**src/rtl/trap_entry_unit.sv**
```systemverilog
module trap_entry_unit #(
  parameter int XLEN    = 32,
  parameter int CAUSE_W = 5
) (
  input  logic               clk,
  input  logic               rst_n,
  input  logic               trap_valid,
  input  logic               trap_async,
  input  logic [CAUSE_W-1:0] trap_cause,
  input  logic [XLEN-1:0]    trap_addr,
  input  logic [XLEN-1:0]    trap_pc,
  input  logic [1:0]         cur_priv,
  input  logic               cfg_we,
  input  logic [2:0]         cfg_sel,
  input  logic [XLEN-1:0]    cfg_wdata,
  output logic [XLEN-1:0]    new_pc,
  output logic [1:0]         new_priv,
  output logic               resv_clear,
  output logic [XLEN-1:0]    status_out,
  output logic [XLEN-1:0]    scause_out,
  output logic [XLEN-1:0]    sepc_out,
  output logic [XLEN-1:0]    stval_out,
  output logic [XLEN-1:0]    mcause_out,
  output logic [XLEN-1:0]    mepc_out,
  output logic [XLEN-1:0]    mtval_out
);

  localparam logic [1:0]         PRIV_S     = 2'd1;
  localparam logic [1:0]         PRIV_M     = 2'd3;
  localparam logic [CAUSE_W-1:0] ECALL_BASE = CAUSE_W'(8);

  logic            sie_q, mie_q, spie_q, mpie_q, spp_q;
  logic [1:0]      mpp_q;
  logic [XLEN-1:0] medeleg_q, mideleg_q, stvec_q, mtvec_q;
  logic [XLEN-1:0] scause_q, sepc_q, stval_q, mcause_q, mepc_q, mtval_q;

  function automatic logic carries_addr(input logic [CAUSE_W-1:0] c);
    return int'(c) inside {0, 1, 4, 5, 6, 7, 12, 13, 15, 20, 21, 23};
  endfunction

  logic [CAUSE_W-1:0] eff_cause;
  logic [XLEN-1:0]    deleg_vec, tvec_sel, vec_off, cause_val, tval_val;
  logic               to_s;

  assign eff_cause = (!trap_async && trap_cause == ECALL_BASE)
                   ? ECALL_BASE + CAUSE_W'(cur_priv) : trap_cause;
  assign deleg_vec = trap_async ? mideleg_q : medeleg_q;
  assign to_s      = (cur_priv <= PRIV_S) && deleg_vec[eff_cause];
  assign tvec_sel  = to_s ? stvec_q : mtvec_q;
  assign vec_off   = (trap_async && tvec_sel[1:0] == 2'b01)
                   ? (XLEN'(eff_cause) << 2) : '0;
  assign new_pc    = {tvec_sel[XLEN-1:2], 2'b00} + vec_off;
  assign new_priv  = to_s ? PRIV_S : PRIV_M;
  assign tval_val  = (!trap_async && carries_addr(eff_cause)) ? trap_addr : '0;
  assign resv_clear = trap_valid;

  always_comb begin
    cause_val = '0;
    cause_val[XLEN-1] = trap_async;
    cause_val[CAUSE_W-1:0] = eff_cause;
  end

  always_ff @(posedge clk) begin
    if (!rst_n) begin
      sie_q <= 1'b0; mie_q <= 1'b0; spie_q <= 1'b0; mpie_q <= 1'b0;
      spp_q <= 1'b0; mpp_q <= 2'b00;
      medeleg_q <= '0; mideleg_q <= '0; stvec_q <= '0; mtvec_q <= '0;
      scause_q <= '0; sepc_q <= '0; stval_q <= '0;
      mcause_q <= '0; mepc_q <= '0; mtval_q <= '0;
    end else if (trap_valid) begin
      if (to_s) begin
        spie_q   <= sie_q;
        spp_q    <= cur_priv[0];
        sie_q    <= 1'b0;
        scause_q <= cause_val;
        sepc_q   <= trap_pc;
        stval_q  <= tval_val;
      end else begin
        mpie_q   <= mie_q;
        mpp_q    <= cur_priv;
        mie_q    <= 1'b0;
        mcause_q <= cause_val;
        mepc_q   <= trap_pc;
        mtval_q  <= tval_val;
      end
    end else if (cfg_we) begin
      case (cfg_sel)
        3'd0: begin
          sie_q  <= cfg_wdata[1];
          mie_q  <= cfg_wdata[3];
          spie_q <= cfg_wdata[5];
          mpie_q <= cfg_wdata[7];
          spp_q  <= cfg_wdata[8];
          mpp_q  <= cfg_wdata[12:11];
        end
        3'd1: medeleg_q <= cfg_wdata;
        3'd2: mideleg_q <= cfg_wdata;
        3'd3: stvec_q   <= cfg_wdata;
        3'd4: mtvec_q   <= cfg_wdata;
        default: ;
      endcase
    end
  end

  always_comb begin
    status_out = '0;
    status_out[1]     = sie_q;
    status_out[3]     = mie_q;
    status_out[5]     = spie_q;
    status_out[7]     = mpie_q;
    status_out[8]     = spp_q;
    status_out[12:11] = mpp_q;
  end

  assign scause_out = scause_q;
  assign sepc_out   = sepc_q;
  assign stval_out  = stval_q;
  assign mcause_out = mcause_q;
  assign mepc_out   = mepc_q;
  assign mtval_out  = mtval_q;

  a_r2_m_stays_m: assert property (@(posedge clk) disable iff (!rst_n)
    trap_valid && cur_priv == PRIV_M |-> new_priv == PRIV_M);

  a_r3_s_entry: assert property (@(posedge clk) disable iff (!rst_n)
    trap_valid && new_priv == PRIV_S |=>
      !status_out[1] && status_out[5] == $past(status_out[1]) &&
      sepc_out == $past(trap_pc) && $stable(mepc_out));

  a_r4_m_entry: assert property (@(posedge clk) disable iff (!rst_n)
    trap_valid && new_priv == PRIV_M |=>
      !status_out[3] && status_out[7] == $past(status_out[3]) &&
      status_out[12:11] == $past(cur_priv) && mepc_out == $past(trap_pc));

  a_r5_aligned_pc: assert property (@(posedge clk) disable iff (!rst_n)
    trap_valid && !trap_async |-> new_pc[1:0] == 2'b00);

  a_r6_async_no_tval: assert property (@(posedge clk) disable iff (!rst_n)
    trap_valid && trap_async && new_priv == PRIV_M |=> mtval_out == '0);

  a_r9_idle_hold: assert property (@(posedge clk) disable iff (!rst_n)
    !trap_valid && !cfg_we |=> $stable(mepc_out) && $stable(sepc_out) &&
      $stable(status_out) && $stable(mcause_out) && $stable(scause_out));

endmodule

```
**config.mk**
```make
export PLATFORM = sky130hd
export DESIGN_NAME = trap_entry_unit
export DESIGN_NICKNAME = d
export VERILOG_FILES = /design/src/rtl/trap_entry_unit.sv
export SDC_FILE = /design/constraint.sdc
export NUM_CORES = 1
export LEC_CHECK = 0
export ABC_AREA = 1
export BUFFER_PORTS_ARGS = -buffer_cell sky130_fd_sc_hd__buf_2
export CAP_MARGIN = 10
export CORE_MARGIN = 8
export CORE_UTILIZATION = 45
export CTS_CLUSTER_SIZE = 8
export DETAILED_ROUTE_END_ITERATION = 7
export GPL_TIMING_DRIVEN = 0
export MAX_ROUTING_LAYER = met4
export PLACE_DENSITY_LB_ADDON = 0.25
export SYNTH_ARGS = -nofsm -noshare
export SYNTH_HDL_FRONTEND = slang
export SYNTH_SLANG_ARGS = --single-unit
```
**constraint.sdc**
```tcl
create_clock -name clk -period 14.6 [get_ports clk]
set_input_delay 2.19 -clock clk [delete_from_list [all_inputs] [get_ports clk]]
set_output_delay 2.19 -clock clk [all_outputs]
set_load 0.05 [all_outputs]
```
==> results.json <==
{
  "grt_pass1_vias": 12530,
  "clock_tree_from_tritoncts": "done",
  "mostFrequentLayoutCells": "522 x nor2_1, 305 x buf_2, 275 x dfxtp_1, 265 x o21ai_0, 236 x nand2_1",
  "drive_gt1_share_pct": 21.65,
  "cpMaxStageDelayCell": "buf_1",
  "powerDensity_nw_per_um2": 127.6,
  "synthesis.area_um2": 12790,
  "critical_path_arrival_ps": 7020,
  "crit_required_ps": 12410,
  "layout-area-overhead-vs-synth_pct": 25.64,
  "synth.yosys.warnings": 0,
  "final-setup-viol-count": 0,
  "layout_commonest_cell": "nor2_1",
  "multi_input_area_um2": 6035,
  "initialDrtViolationCount": 942,
  "crit_path_max_fanout": 10,
  "floorplan.rows": 61,
  "cts_sink_count": 275,
  "clock-root-buffer": "clkbuf_16",
  "worstSkewPairLatency_ps": 510,
  "synth_top_area_share_pct": 43.05,
  "maxCapViolations": 0,
  "ant_nets": 0,
  "postLayoutCoreUtil_pct": 57.67,
  "hpwl_um": 32950,
  "cts_buffer_depth": 3,
  "internal_power_component_mw": 1.392,
  "drt_pass1_iterations": 6,
  "status": "finished clean",
  "antenna_violations_before_repair": 7,
  "cts-hold-fix-buffers": 0,
  "final.fill_count": 2768,
  "die-height_um": 184.6,
  "fin_worst_hold_slack_ps": 454.8,
  "drc_violations": 0,
  "core_region_area_um2": 27860,
  "grt_pass1_wl_um": 65850,
  "grtUsageTotal_pct": 24.83,
  "num_vias": 12850,
  "synthCells": 1830,
  "io_pins": 370,
  "worst_path_largest_cell_delay_ps": 500,
  "final_max_slew_violation_count": 0,
  "ctsResizeCount": 0,
  "rel_slew_slack_pct": 40.41,
  "crit_path_start_kind": "input port",
  "setup_ws_ps": 5391,
  "worst-slew-pin-transition_ps": 893.8,
  "cts_clk_pin_slew_worst_paths_ps": 50,
  "post_route_setup_tns_ps": 0,
  "power.switching_mw": 0.6577,
  "finClkSkew_ps": 18.76,
  "layout.area.seq_um2": 5505,
  "dieArea_um2": 34070,
  "clock_tree.htree_level_count": 2,
  "clock_power_share_pct": 39.5,
  "post_route_clock_period_utilization_pct": 63.07,
  "grt_max_degree": 11,
  "ys_seq_elements": 275,
  "number_of_vias_per_cell": 4.895,
  "synthDominantAreaCellType": "dfxtp_1",
  "total_power_mw": 2.049,
  "dp_slack_ps": 5495,
  "worstSetupPathType": "input port to output port",
  "setup_repair_after_global_routing_missed_its_margin": "no",
  "post-cts-setup-buffers": 0,
  "seq_power_share_pct": 39.6,
  "fmaxAchievable_mhz": 108.6,
  "timing.critical_path.mode_cell": "nand2_1",
  "layout_min_cycle_time_ps": 9209,
  "proportion_of_power_drawn_by_combinational_gates_pct": 20.9,
  "synth.avg_cell_area_um2": 6.988,
  "buffer_ports.inserted": 287,
  "power.leakage_nw": 7.831,
  "nets": 2354,
  "netlist_top_cells_area": "dfxtp_1 43%, nor2_1 15%, o21ai_0 10%, nand2_1 6.9%, buf_4 5.5%",
  "die_x_um": 184.6,
  "max-vdd-ir-drop_uv": 88.32,
  "routedWlPerCell_um": 16.39,
  "grt-ovfl-total": 0,
  "total_wirelength_um": 43030,
  "synth_cell_type_count": 37,
  "p_sw_share_pct": 32.09,
  "hold_path_class": "flop to flop",
  "cts_buffers": 40,
  "synth-seq-area-share_pct": 43.05,
  "critPathCaptureType": "output port",
  "gp_congestion": 0.9249,
  "initial_core_util_pct": 45.90,
  "number_of_failing_hold_endpoints_at_the_final_stage": 0
}
sequential cells by signal, indices dropped and copies added (netlist names), 2 cells and up:
name        count
medeleg_q      32
mepc_out       32
mideleg_q      32
mtval_out      32
mtvec_q        32
sepc_out       32
stval_out      32
stvec_q        32
mcause_out      6
scause_out      6
mpp_q           2
power groups by stage:
stage | combinational [mW] | sequential (mW) | clock (mW)
6_report | 0.429 | 0.812 | 0.809
5_1_grt | 0.459 | 0.816 | 0.854
2_1_floorplan | 0.209 | 0.932 | 0
4_1_cts | 0.426 | 0.812 | 0.819
3_3_place_gp | 0.421 | 0.825 | 0
3_5_place_dp | 0.425 | 0.826 | 0
Yosys cell counts:
cell type    n
inv_2        3
buf_2       18
nor4_1       1
nor2_1     522
a31oi_1      1
mux2i_1     24
xnor2_1      2
buf_1        2
buf_12       1
conb_1       2
or2_2        1
buf_6        4
nor2_2       9
o31ai_1      1
nand4_1     32
clkbuf_1    76
o21ai_0    265
o311ai_1     1
nor2_4       5
xor2_1      13
nand4_2      2
buf_4       94
a211oi_1     4
clkinv_1     3
fa_1         1
nand3b_1     6
inv_1       97
and2_1       1
dfxtp_1    275
o21ai_1     28
nand3_2      3
ha_1         5
nand2_1    236
a21oi_1     58
nand2_2     13
o21ai_2      2
nand3_1     19
final timing paths:
kind | endpoint | from | slack [ps] | cells after the start
max | new_pc[19] | trap_async | 5390 | 27
min | stvec_q[0] | stvec_q[0] | 450 | 2
max reg2reg | sepc_out[12] | mideleg_q[26] | 11920 | 18
min reg2reg | stvec_q[0] | stvec_q[0] | 450 | 2
routing by layer:
layer  track usage, %  up-vias  wire length (µm)
met1            30.03     5737             18530
met5                -        -                 0
met4            10.84        0              1576
met3            4.863       98              3251
li1                 -     6490                 -
met2            39.83      524             19670
through the flow:
stage	std cells	area, µm²
finish	2625	16070
detailed placement	2573	14990
CTS	2618	16050
global route	2625	16070
global placement	2573	14990
floorplan	1908	13080
worst max-delay path: cells and delay by family:
kind	cells	cell delay [ps]
AOI/OAI and AO/OA	5	750
buffers and inverters	7	1940
adders and majority gates	1	370
xor gates and xnor gates	1	160
and+or+nand+nor	12	1310
muxes	1	250
cells by family after synthesis:
| kind of cell | count (synthesis) | synth area share (%) |
|---|---|---|
| buffers and inverters | 298 | 12.05 |
| multiplexers | 24 | 1.879 |
| other | 2 | 0.05873 |
| flip-flops | 275 | 43.05 |
| XOR/XNOR | 15 | 1.027 |
| AO/OA/AOI/OAI | 360 | 14.29 |
| AND/OR/NAND/NOR | 850 | 27.01 |
| adder cells (fa/ha/maj) | 6 | 0.6458 |
layout make-up:
cell class                 count  share of cell area [%]
buffer                       195                   7.181
tap                          378                   2.944
antenna                        7                  0.1090
sequential                   275                   34.27
timing repair buffer         287                   8.941
clock inverter                 2                  0.1558
multi-input combinational   1335                   37.56
inverter                     103                   2.407
clock buffer                  43                   6.433
Power figures use the tool's default switching activity.
